File: config.mk
export PLATFORM = sky130hd
export DESIGN_NAME = vskip_sel_counter
export DESIGN_NICKNAME = d
export VERILOG_FILES = /design/src/rtl/vskip_pkg.sv /design/src/rtl/vskip_peak_mem.sv /design/src/rtl/vskip_act_dec.sv /design/src/rtl/vskip_sat_cnt.sv /design/src/rtl/vskip_sel_counter.sv
export SDC_FILE = /design/constraint.sdc
export NUM_CORES = 1
export LEC_CHECK = 0
export ABC_AREA = 1
export BUFFER_PORTS_ARGS = -buffer_cell sky130_fd_sc_hd__buf_2
export CORE_AREA = 5 5 42 44
export DETAILED_ROUTE_END_ITERATION = 6
export DIE_AREA = 0 0 47 49
export GPL_TIMING_DRIVEN = 0
export SETUP_SLACK_MARGIN = 0.2
export SLEW_MARGIN = 30
export SYNTH_ARGS = -nofsm -noshare
export SYNTH_HDL_FRONTEND = slang
export SYNTH_SLANG_ARGS = --single-unit
File: constraint.sdc
create_clock -name clk -period 1.45 [get_ports clk]
set_clock_uncertainty 0.1 [all_clocks]
set_input_delay 0.435 -clock clk [delete_from_list [all_inputs] [get_ports clk]]
set_output_delay 0.435 -clock clk [all_outputs]
set_load 0.02 [all_outputs]
File: src/rtl/vskip_pkg.sv
`timescale 1ns/1ps
package vskip_pkg;
   typedef enum logic [1:0] {
      ACT_UP   = 2'd0,
      ACT_HOLD = 2'd1,
      ACT_DOWN = 2'd2,
      ACT_LOAD = 2'd3
   } vs_act_e;

   localparam int LVL_LO  = 0;
   localparam int LVL_HI  = 1;
   localparam int LVL_RST = 2;
   localparam int NUM_LVL = 3;
endpackage

File: src/rtl/vskip_peak_mem.sv
`timescale 1ns/1ps
module vskip_peak_mem #(
   parameter int N = 3
) (
   input  logic         clk,
   input  logic         rst_n,
   input  logic         clr,
   input  logic [N-1:0] lvl_in,
   output logic [N-1:0] seen
);
   for (genvar i = 0; i < N; i++) begin : g_bit
      logic seen_q;
      always_ff @(posedge clk or negedge rst_n) begin
         if (!rst_n)         seen_q <= 1'b0;
         else if (clr)       seen_q <= 1'b0;
         else if (lvl_in[i]) seen_q <= 1'b1;
      end
      assign seen[i] = seen_q;


      sticky_set_chk: assert property (@(posedge clk) disable iff (!rst_n)
         (lvl_in[i] && !clr) |=> seen[i]);
   end


   mem_clear_chk: assert property (@(posedge clk) disable iff (!rst_n)
      clr |=> (seen == '0));
endmodule

File: src/rtl/vskip_act_dec.sv
`timescale 1ns/1ps
module vskip_act_dec
   import vskip_pkg::*;
#(
   parameter bit FAST_RELOAD = 1'b1
) (
   input  logic               tick,
   input  logic [NUM_LVL-1:0] lvl_in,
   input  logic [NUM_LVL-1:0] seen,
   output vs_act_e            act,
   output logic               step_en
);
   logic [NUM_LVL-1:0] eff;
   logic               reload_now;

   assign eff = seen | lvl_in;

   if (FAST_RELOAD) begin : g_fast
      assign reload_now = lvl_in[LVL_RST];
   end else begin : g_slow
      assign reload_now = tick & eff[LVL_RST];
   end

   always_comb begin
      act     = ACT_HOLD;
      step_en = 1'b0;
      if (reload_now) begin
         act     = ACT_LOAD;
         step_en = 1'b1;
      end else if (tick) begin
         step_en = 1'b1;
         if (eff[LVL_HI])      act = ACT_DOWN;
         else if (eff[LVL_LO]) act = ACT_HOLD;
         else                  act = ACT_UP;
      end
   end
endmodule

File: src/rtl/vskip_sat_cnt.sv
`timescale 1ns/1ps
module vskip_sat_cnt
   import vskip_pkg::*;
#(
   parameter int CNT_W    = 3,
   parameter int CNT_MIN  = 1,
   parameter int CNT_MAX  = 7,
   parameter int LOAD_VAL = 1
) (
   input  logic             clk,
   input  logic             rst_n,
   input  logic             en,
   input  vs_act_e          act,
   output logic [CNT_W-1:0] cnt
);
   localparam logic [CNT_W-1:0] LIM_LO = CNT_W'(CNT_MIN);
   localparam logic [CNT_W-1:0] LIM_HI = CNT_W'(CNT_MAX);
   localparam logic [CNT_W-1:0] INIT_V = CNT_W'(LOAD_VAL);

   logic [CNT_W-1:0] cnt_q;

   always_ff @(posedge clk or negedge rst_n) begin
      if (!rst_n) begin
         cnt_q <= INIT_V;
      end else if (en) begin
         case (act)
            ACT_UP:   if (cnt_q < LIM_HI) cnt_q <= cnt_q + 1'b1;
            ACT_DOWN: if (cnt_q > LIM_LO) cnt_q <= cnt_q - 1'b1;
            ACT_LOAD: cnt_q <= INIT_V;
            default:  cnt_q <= cnt_q;
         endcase
      end
   end
   assign cnt = cnt_q;


   step_up_chk: assert property (@(posedge clk) disable iff (!rst_n)
      (en && act == ACT_UP && cnt_q < LIM_HI) |=> (cnt_q == $past(cnt_q) + 1'b1));


   step_down_chk: assert property (@(posedge clk) disable iff (!rst_n)
      (en && act == ACT_DOWN && cnt_q > LIM_LO) |=> (cnt_q == $past(cnt_q) - 1'b1));


   hold_chk: assert property (@(posedge clk) disable iff (!rst_n)
      (en && act == ACT_HOLD) |=> $stable(cnt_q));


   cnt_range_chk: assert property (@(posedge clk) disable iff (!rst_n)
      (cnt_q >= LIM_LO) && (cnt_q <= LIM_HI));
endmodule

File: src/rtl/vskip_sel_counter.sv
`timescale 1ns/1ps
module vskip_sel_counter
   import vskip_pkg::*;
#(
   parameter int CNT_W       = 3,
   parameter int CNT_MIN     = 1,
   parameter int CNT_MAX     = 7,
   parameter int LOAD_VAL    = 1,
   parameter bit FAST_RELOAD = 1'b1
) (
   input  logic             clk,
   input  logic             rst_n,
   input  logic             tick,
   input  logic             fb_above_lo,
   input  logic             fb_above_hi,
   input  logic             fb_above_rst,
   output logic [CNT_W-1:0] skip_count
);
   localparam logic [CNT_W-1:0] INIT_V = CNT_W'(LOAD_VAL);

   initial begin : param_chk
      assert (CNT_W >= 1 && CNT_W <= 16) else $error("CNT_W out of range");
      assert (CNT_MIN >= 0 && CNT_MIN < CNT_MAX) else $error("bad count limits");
      assert (CNT_MAX < (1 << CNT_W)) else $error("CNT_MAX exceeds CNT_W");
      assert (LOAD_VAL >= CNT_MIN && LOAD_VAL <= CNT_MAX) else $error("LOAD_VAL outside limits");
   end

   logic [NUM_LVL-1:0] lvl_in;
   logic [NUM_LVL-1:0] seen;
   vs_act_e            act;
   logic               step_en;

   assign lvl_in[LVL_LO]  = fb_above_lo;
   assign lvl_in[LVL_HI]  = fb_above_hi;
   assign lvl_in[LVL_RST] = fb_above_rst;

   vskip_peak_mem #(.N(NUM_LVL)) u_mem (
      .clk    (clk),
      .rst_n  (rst_n),
      .clr    (step_en),
      .lvl_in (lvl_in),
      .seen   (seen)
   );

   vskip_act_dec #(.FAST_RELOAD(FAST_RELOAD)) u_dec (
      .tick    (tick),
      .lvl_in  (lvl_in),
      .seen    (seen),
      .act     (act),
      .step_en (step_en)
   );

   vskip_sat_cnt #(
      .CNT_W    (CNT_W),
      .CNT_MIN  (CNT_MIN),
      .CNT_MAX  (CNT_MAX),
      .LOAD_VAL (LOAD_VAL)
   ) u_cnt (
      .clk   (clk),
      .rst_n (rst_n),
      .en    (step_en),
      .act   (act),
      .cnt   (skip_count)
   );

   if (FAST_RELOAD) begin : g_fast_chk

      reload_next_chk: assert property (@(posedge clk) disable iff (!rst_n)
         fb_above_rst |=> (skip_count == INIT_V));


      quiet_stable_chk: assert property (@(posedge clk) disable iff (!rst_n)
         (!tick && !fb_above_rst) |=> $stable(skip_count));
   end
endmodule

* Word-level counts from Yosys, hierarchy flattened
Index checks and enable logic that the tools add are counted. W data, S select, Z words.
Storage, ports and cells: register bits 5, input bits 6, output and inout bits 3
Cells by class: add/sub/neg operators 2, order comparisons 2, equal/unequal tests 4, multiplexer cells 13, bitwise gates (word level) 1, reductions and logical operators 5
Operators with widths (number):
- $pmux W3 S3 | 1
- $mux W1 | 7
- $mux W2 | 3
- $mux W3 | 2
- $eq A2 B2 Y1 const B | 2
- $ne A2 B1 Y1 const B | 2
- $reduce_and A4 Y1 | 1
- $reduce_bool A2 Y1 | 2
- $add A3 B1 Y3 const B | 1
- $gt A3 B1 Y1 const B | 1
- $lt A3 B3 Y1 const B | 1
- $reduce_bool A3 Y1 | 1
- $sub A3 B1 Y3 const B | 1
- $logic_not A2 Y1 | 1
- $or A2 B2 Y2 | 1

* Logic depth before layout (Yosys ltp)
Gate-level depths: netlist (run 1).
word-level depth 8, depth in mapped cells 9, gate-level depth less buffers 9

* Modules after synthesis
Synthesis (run 1) repeated with hierarchy kept, for this count alone.
Unflattened totals: cell total of the unflattened synthesis 70, area total of the unflattened synthesis 450.4 µm²
Modules (own cells, without submodules):
- vskip_sat_cnt | times used 1, cells each 46, area each 284.0 µm²
- vskip_peak_mem | times used 1, cells each 12, area each 120.1 µm²
- vskip_act_dec | times used 1, cells each 12, area each 46.3 µm²

* Worst setup path after synthesis (run 1)
No wires, ideal clock.
path type register to register, start register u_cnt.cnt_q[0] (netlist: u_cnt.cnt[0]), end register u_cnt.cnt_q[1] (netlist: u_cnt.cnt[1]), setup time 0.065 ns, arrival time 1.268 ns, path slack 0.017 ns, stages on the path, launching flop included 8, clock period less this slack 1.433 ns, cell sequence dfstp_2 > inv_1 > ha_1 > inv_1 > nand3_1 > nand2_1 > nand3_1 > nand2_1
Between the ends: cells in the longest elaborated chain, start to end 3, elaborated cells between the ends (all ways) 10, classes of those cells add/sub (2); order compare (2); eq/ne (2); mux (3); reduce/logical (1)
Ends and longest elaborated chain:
- start, declared | RTL line vskip_sat_cnt.sv:20 | logic [CNT_W-1:0] cnt_q;
- start signal, assigned | RTL line vskip_sat_cnt.sv:27 | ACT_UP: if (cnt_q < LIM_HI) cnt_q <= cnt_q + 1'b1;
- start signal, assigned | RTL line vskip_sat_cnt.sv:28 | ACT_DOWN: if (cnt_q > LIM_LO) cnt_q <= cnt_q - 1'b1;
- start signal, assigned | RTL line vskip_sat_cnt.sv:30 | default: cnt_q <= cnt_q;
- $sub A3 B1 Y3 (tied with other cells) | RTL line vskip_sat_cnt.sv:28
- $mux W3 (tied with other cells) | RTL line vskip_sat_cnt.sv:28
- $pmux W3 S3 / $reduce_and A4 Y1 (equally long branches)
Parallel ways exist; a longest one is shown, timed or not. The select of a mux whose other input is x is not followed. A chain may end at the register's enable or synchronous reset.

* Worst setup path in the final report (run 1)
start register u_cnt.cnt_q[0] (netlist: u_cnt.cnt[0]), end output port skip_count[0]
RTL lines:
- end, declared | RTL line vskip_sel_counter.sv:17 | output logic [CNT_W-1:0] skip_count
No word-level cell between the ends.

==> results by group, run 1 <==
Outcome
  – Outcome: finished with violations
  – Violated checks: setup timing

Synth
  – Synth Net Count: 61
  – Netlist Area Pre-Place: 372.9 um^2
  – Gate Count Post-Synth: 52
  – Sequential share of the synthesized area: 33.89%
  – Syn avg cell area: 7.170 um^2
  – Synth warn: 0
  – Seq cells post-synth: 5
  – Post-synth cell types: 12

Critical path
  – Critical path arrival: 0.92 ns
  – Worst-path fanout max: 2
  – Crit-path max cell delay: 0.56 ns
  – CP max-delay cell: dfstp_2
  – Setup crit start: u_cnt.cnt[0]$_DFFE_PN1P_
  – WP buf/inv: 1
  – Worst r2r src: u_cnt.cnt[0]$_DFFE_PN1P_
  – CP startpoint kind: flop
  – Crit end category: primary output
  – Worst endpoint required time: 0.92 ns
  – Critical Path, Cell by Cell: buf_6
  – Critical path type: reg -> out
  – Crit-path leading delay family: flip-flops

Floorplan
  – Full die area: about 0.0023 mm^2
  – Initial Util: 26.61%
  – Die height: ~50 um
  – Number of core rows: 14
  – # IOs: 9
  – Die Span X: 47 um
  – Placeable core area: around 0.0014 mm^2

Finish
  – Ant. Diodes: 0
  – Layout cells sized above 1: 52.17%
  – Most frequent cells in the layout: nand2_1 (15), nand3_1 (7), nand2_2 (6)
  – Fill cells: 156
  – Fin util: 41.70%
  – Non-filler cells in the finished layout: 85
  – Area occupied by multi-input gates: about 270 um^2
  – Commonest non-fill, non-tap cell in the layout: nand2_1
  – Design Area, Final: 584.3 um^2
  – Sequential cell area: between 100 and 150 um^2
  – Nets: 79
  – Area growth syn-to-layout: 56.71%

Power
  – Pwr Total: 1.005 mW
  – Leak pwr: 0.3024 nW
  – P per Cell Area: 1720 mW/mm^2
  – Peak VDD IR: 0.0008764 V

Place
  – Number of port buffers: 8
  – Post-placement cell count: 76
  – Routability cong.: 0.7363
  – Area post-placement: 450.4 um^2
  – Pre-CTS setup slack: 0.04929 ns
  – HPWL reported at the end of detailed placement: between 500 and 600 um

Detailed routing
  – Drt total wl: 764 um
  – Post-route DRC violation count: 0
  – Vias per inst: 4.165
  – Vias: around 350
  – WL per Instance: 8.988 um
  – Antenna Nets Post-Route: 0
  – Initial drt markers: 3
  – 1st-pass router iterations: 3

GRT
  – Initial antenna violation count: 0
  – Total GRT Usage: 8.769%
  – Largest net degree at the start of global routing: 6
  – First-pass GRT wire length: 1.428 mm
  – Vias in the first global route: 351
  – Total grt overflow: 0

Clock network
  – CTS buffer count: 3
  – CTS H-tree lvls: 1
  – Clock sinks: 5
  – CTS tree: yes
  – Max clock buf depth: 2
  – Clock Tree Root: clkbuf_4
  – Clk_lat worst skew: 0.24 ns
  – CTS clock-pin slew for the worst setup and hold paths: about 0.04 ns

Timing
  – Final worst-path cycle share: 100.4%
  – PnR worst setup slack: -0.006170 ns
  – Tightest Pin Transition: 0.2066 ns
  – Fmax: 686.7 MHz
  – RSZ-0062 raised after global routing: yes
  – Slew HR: approximately 86%
  – Fin crit period: 1.456 ns
  – Max Slew Vio Count: 0
  – Endpoints failing setup: 1
  – Final hold violation count: 0

Worst hold path
  – Hold path startpoint: fb_above_lo
  – Hold Crit Class: in -> reg

Run
  – Max-cap check violation count: 0
[synth_stat cells]
cell,number,area [um^2]
dfrtp_1,4,100.1
dfstp_2,1,26.28
ha_1,3,37.54
inv_1,5,18.77
inv_2,2,7.510
nand2_1,16,60.06
nand2_2,6,37.54
nand3_1,8,40.04
nor2_1,4,15.01
nor2_4,1,11.26
nor3_2,1,10.01
xor2_1,1,8.760
[power breakdown]
part | switching [mW] | leakage [nW] | internal, mW
Combinational | 0.329 | 0.225 | 0.299
Sequential | 0.0361 | 0.0621 | 0.187
Clock | 0.0511 | 0.0150 | 0.104
[path summary, 6_finish.rpt]
path,cells past startpoint,to,slack (ns)
worst min-delay path,3,u_mem.g_bit[0].seen_q$_DFFE_PN0P_,0.36
worst min register to register,2,u_mem.g_bit[0].seen_q$_DFFE_PN0P_,0.39
max in group asynchronous,2,u_cnt.cnt[0]$_DFFE_PN1P_,0.62
worst max-delay path,1,skip_count[0],-0.006
worst max register to register,8,u_cnt.cnt[1]$_DFFE_PN0P_,0.01
min in group asynchronous,2,u_cnt.cnt[1]$_DFFE_PN0P_,0.43
[routing by layer]
| metal | global-route usage [%] | vias up | routed length, um |
|---|---|---|---|
| met5 | 0 | - | 0 |
| met4 | 6.912 | 0 | 0 |
| met3 | 3.690 | 0 | 11 |
| met2 | 11.76 | 4 | 405 |
| met1 | 10.47 | 156 | 347 |
| li1 | - | 194 | - |
[flip-flops by register name, summed over array words and instances, names as in the netlist]
register,cells
u_cnt.cnt,3
u_mem.g_bit.seen_q,2
[through the flow]
stage          hold slack (ns)    TNS, ns
6_report                0.3595  -0.006170
5_1_grt                 0.3819    -0.2316
4_1_cts                 0.3566   -0.01906
3_5_place_dp            0.1507          0
3_3_place_gp            0.1501          0
2_1_floorplan          0.03941          0
[final cells by class]
type	instances	area share, %
Timing Repair Buffer	13	19.06
Sequential cell	5	21.84
Tap cell	16	3.426
Clock buffer	4	4.497
Multi-Input combinational cell	40	45.82
Inverter	7	5.353
[cell families (layout without fill, tap and decap cells)]
kind of cell	count (synthesis)	count (layout)	share of synthesized area, %
DFF	5	5	33.89
and+or+nand+nor	36	36	46.65
adders and majority gates	3	3	10.07
buffers and inverters	7	24	7.048
xor gates and xnor gates	1	1	2.349
[repair_timing]
item,4_1_cts,5_1_grt
resized for setup,12,4
hold buffers,1,0
pin swaps,6,5
endpoints found under the hold margin,4,0
setup endpoints to repair,6,6
setup buffers,4,0
(Power assumes the default switching activity.)
==> run 2: changes to the inputs <==
--- a/config.mk
+++ b/config.mk
@@ -11,6 +11,7 @@
 export DETAILED_ROUTE_END_ITERATION = 6
 export DIE_AREA = 0 0 47 49
 export GPL_TIMING_DRIVEN = 0
+export PLACE_DENSITY = 0.52
 export SETUP_SLACK_MARGIN = 0.2
 export SLEW_MARGIN = 30
 export SYNTH_ARGS = -nofsm -noshare
==> run 2 against run 1 <==
Effect of this change: the run still ends with setup timing left; worst setup slack got worse by 0.0048 ns; combinational power down 11%; maximum frequency decreased by 0.33%; critical endpoint unchanged.
==> results by group, run 2 (same netlist as run 1, synthesis figures left out) <==
Critical path
  – Critical path type: reg -> out
  – Worst-path fanout max: 3
  – Worst endpoint required time: just over 0.9 ns
  – Crit end category: primary output
  – CP startpoint kind: flop
  – Crit path to: skip_count[0]
  – Critical path arrival: a little over 0.9 ns
  – Reg2Reg Setup Slack: 0.01 ns
  – Crit path depth: 1
  – Setup crit start: u_cnt.cnt[0]$_DFFE_PN1P_
  – R2R Path End: u_cnt.cnt[2]$_DFFE_PN0P_
  – CP max-delay cell: dfstp_2
  – Worst r2r src: u_cnt.cnt[0]$_DFFE_PN1P_
  – R2R depth: 9
  – Crit-path max cell delay: 0.57 ns
  – Critical Path, Cell by Cell: buf_6
  – Crit-path leading delay family: flip-flops
  – WP buf/inv: 1

Detailed routing
  – WL per Instance: 9.294 um
  – Vias per inst: ~4.2
  – Initial drt markers: 5
  – Drt total wl: 790 um
  – Vias: 356
  – Antenna Nets Post-Route: 0
  – Post-route DRC violation count: 0
  – 1st-pass router iterations: 4

Clock network
  – CTS tree: yes
  – Clock sinks: 5
  – CTS H-tree lvls: 1
  – Clk_lat worst skew: 0.24 ns
  – Max clock buf depth: 2
  – CTS clock-pin slew for the worst setup and hold paths: 0.04 ns
  – CTS buffer count: 3
  – Clock Tree Root: clkbuf_4

Floorplan
  – Full die area: 0.002303 mm^2
  – Die Span X: 47 um
  – Die height: 49 um
  – Initial Util: 26.61%
  – Number of core rows: 14
  – Placeable core area: 0.001401 mm^2
  – # IOs: 9

Place
  – HPWL reported at the end of detailed placement: 591 um
  – Post-placement cell count: 76
  – Routability cong.: about 0.72
  – Number of port buffers: 8

Finish
  – Sequential cell area: roughly 130 um^2
  – Area occupied by multi-input gates: roughly 240 um^2
  – Layout cells sized above 1: 46.38%
  – Largest register FFs: 3
  – Non-filler cells in the finished layout: between 80 and 90
  – Commonest non-fill, non-tap cell in the layout: nand2_1
  – Ant. Diodes: 0
  – Area growth syn-to-layout: 46.64%
  – Nets: 79
  – Most frequent cells in the layout: nand2_1 (16), nand3_1 (7), nand2_2 (6)
  – Fill cells: 155

GRT
  – Initial antenna violation count: 0
  – Total grt overflow: 0
  – Largest net degree at the start of global routing: 6
  – Vias in the first global route: approximately 350
  – Total GRT Usage: 8.074%
  – First-pass GRT wire length: approximately 1.3 mm

Timing
  – Final worst-path cycle share: 100.8%
  – Setup tns final: -0.01102 ns
  – Tightest Pin Transition: between 0.15 and 0.2 ns
  – PnR worst setup slack: -0.01102 ns
  – Fin crit period: 1.461 ns
  – Max Slew Vio Count: 0
  – Endpoints failing setup: 1
  – RSZ-0062 raised after global routing: yes
  – Fmax: ~680 MHz
  – Slew HR: about nine tenths
  – Final hold violation count: 0

Power
  – Peak VDD IR: 0.0007612 V
  – P per Cell Area: 1713 mW/mm^2
  – Leak pwr: 0.2944 nW

Worst hold path
  – Hold Crit Class: in -> reg

Outcome
  – Outcome: finished with violations
  – Violated checks: setup timing

Run
  – Max-cap check violation count: 0
-- run 2: tightest hold or removal path, cell delays in order --
cell and delay, ns:
buf_2 0.08, nor2_1 0.05, nor2_1 0.10
-- run 2: final cells by class --
cell class              instances  share of cell area, %
inverters                       7                  5.263
multi-input cells              40                  43.48
flip-flops and latches          5                  23.34
clock buffers                   4                  4.805
well taps                      16                  3.661
repair buffers                 13                  19.45
-- run 2: metrics by stage --
stage	instance area, um^2	power (mW)	hold slack (ns)	util, %	setup slack (ns)
floorplan	390.4	0.5379	0.03941	-	0.06034
global placement	450.4	0.6376	0.1491	32.14	0.06111
detailed placement	450.4	0.6424	0.1499	32.14	0.05683
CTS	536.8	0.9263	0.3668	38.30	-0.004452
global route	546.8	1.032	0.3729	39.02	-0.06606
finish	546.8	0.9367	0.3737	39.02	-0.01102
-- run 2: timing repair --
action                                  CTS  global route
resized for setup                         7             4
hold buffers                              1             0
buffers inserted                          4             0
pin swaps                                 1             6
endpoints found under the setup margin    6             6
hold endpoints to repair                  4             0
-- run 2: how the worst min path moves through the flow --
| stage | startpoint | to | slack (ns) | cells past startpoint |
|---|---|---|---|---|
| floorplan | rst_n | u_cnt.cnt[1]$_DFFE_PN0P_ | 0.04 | 0 |
| detailed placement | rst_n | u_cnt.cnt[1]$_DFFE_PN0P_ | 0.15 | 1 |
| finish | fb_above_lo | u_mem.g_bit[0].seen_q$_DFFE_PN0P_ | 0.37 | 3 |
| CTS | fb_above_lo | u_mem.g_bit[0].seen_q$_DFFE_PN0P_ | 0.37 | 3 |
| global route | fb_above_lo | u_mem.g_bit[0].seen_q$_DFFE_PN0P_ | 0.37 | 3 |
| global placement | rst_n | u_cnt.cnt[1]$_DFFE_PN0P_ | 0.15 | 1 |
-- run 2: report_power, final --
group	switching [mW]	internal (mW)	leakage, nW
logic	0.294	0.264	0.217
clock network	0.0506	0.104	0.0150
registers	0.0372	0.187	0.0621
total	0.382	0.554	0.294
-- run 2: per-layer routing --
layer | vias up | GRT usage [%] | share of wire [%]
li1 | 196 | - | -
met1 | 157 | 8.054 | 43
met2 | 3 | 13.35 | 54
met3 | 0 | 1.476 | 3.2
met4 | 0 | 6.912 | 0
met5 | - | 0 | 0
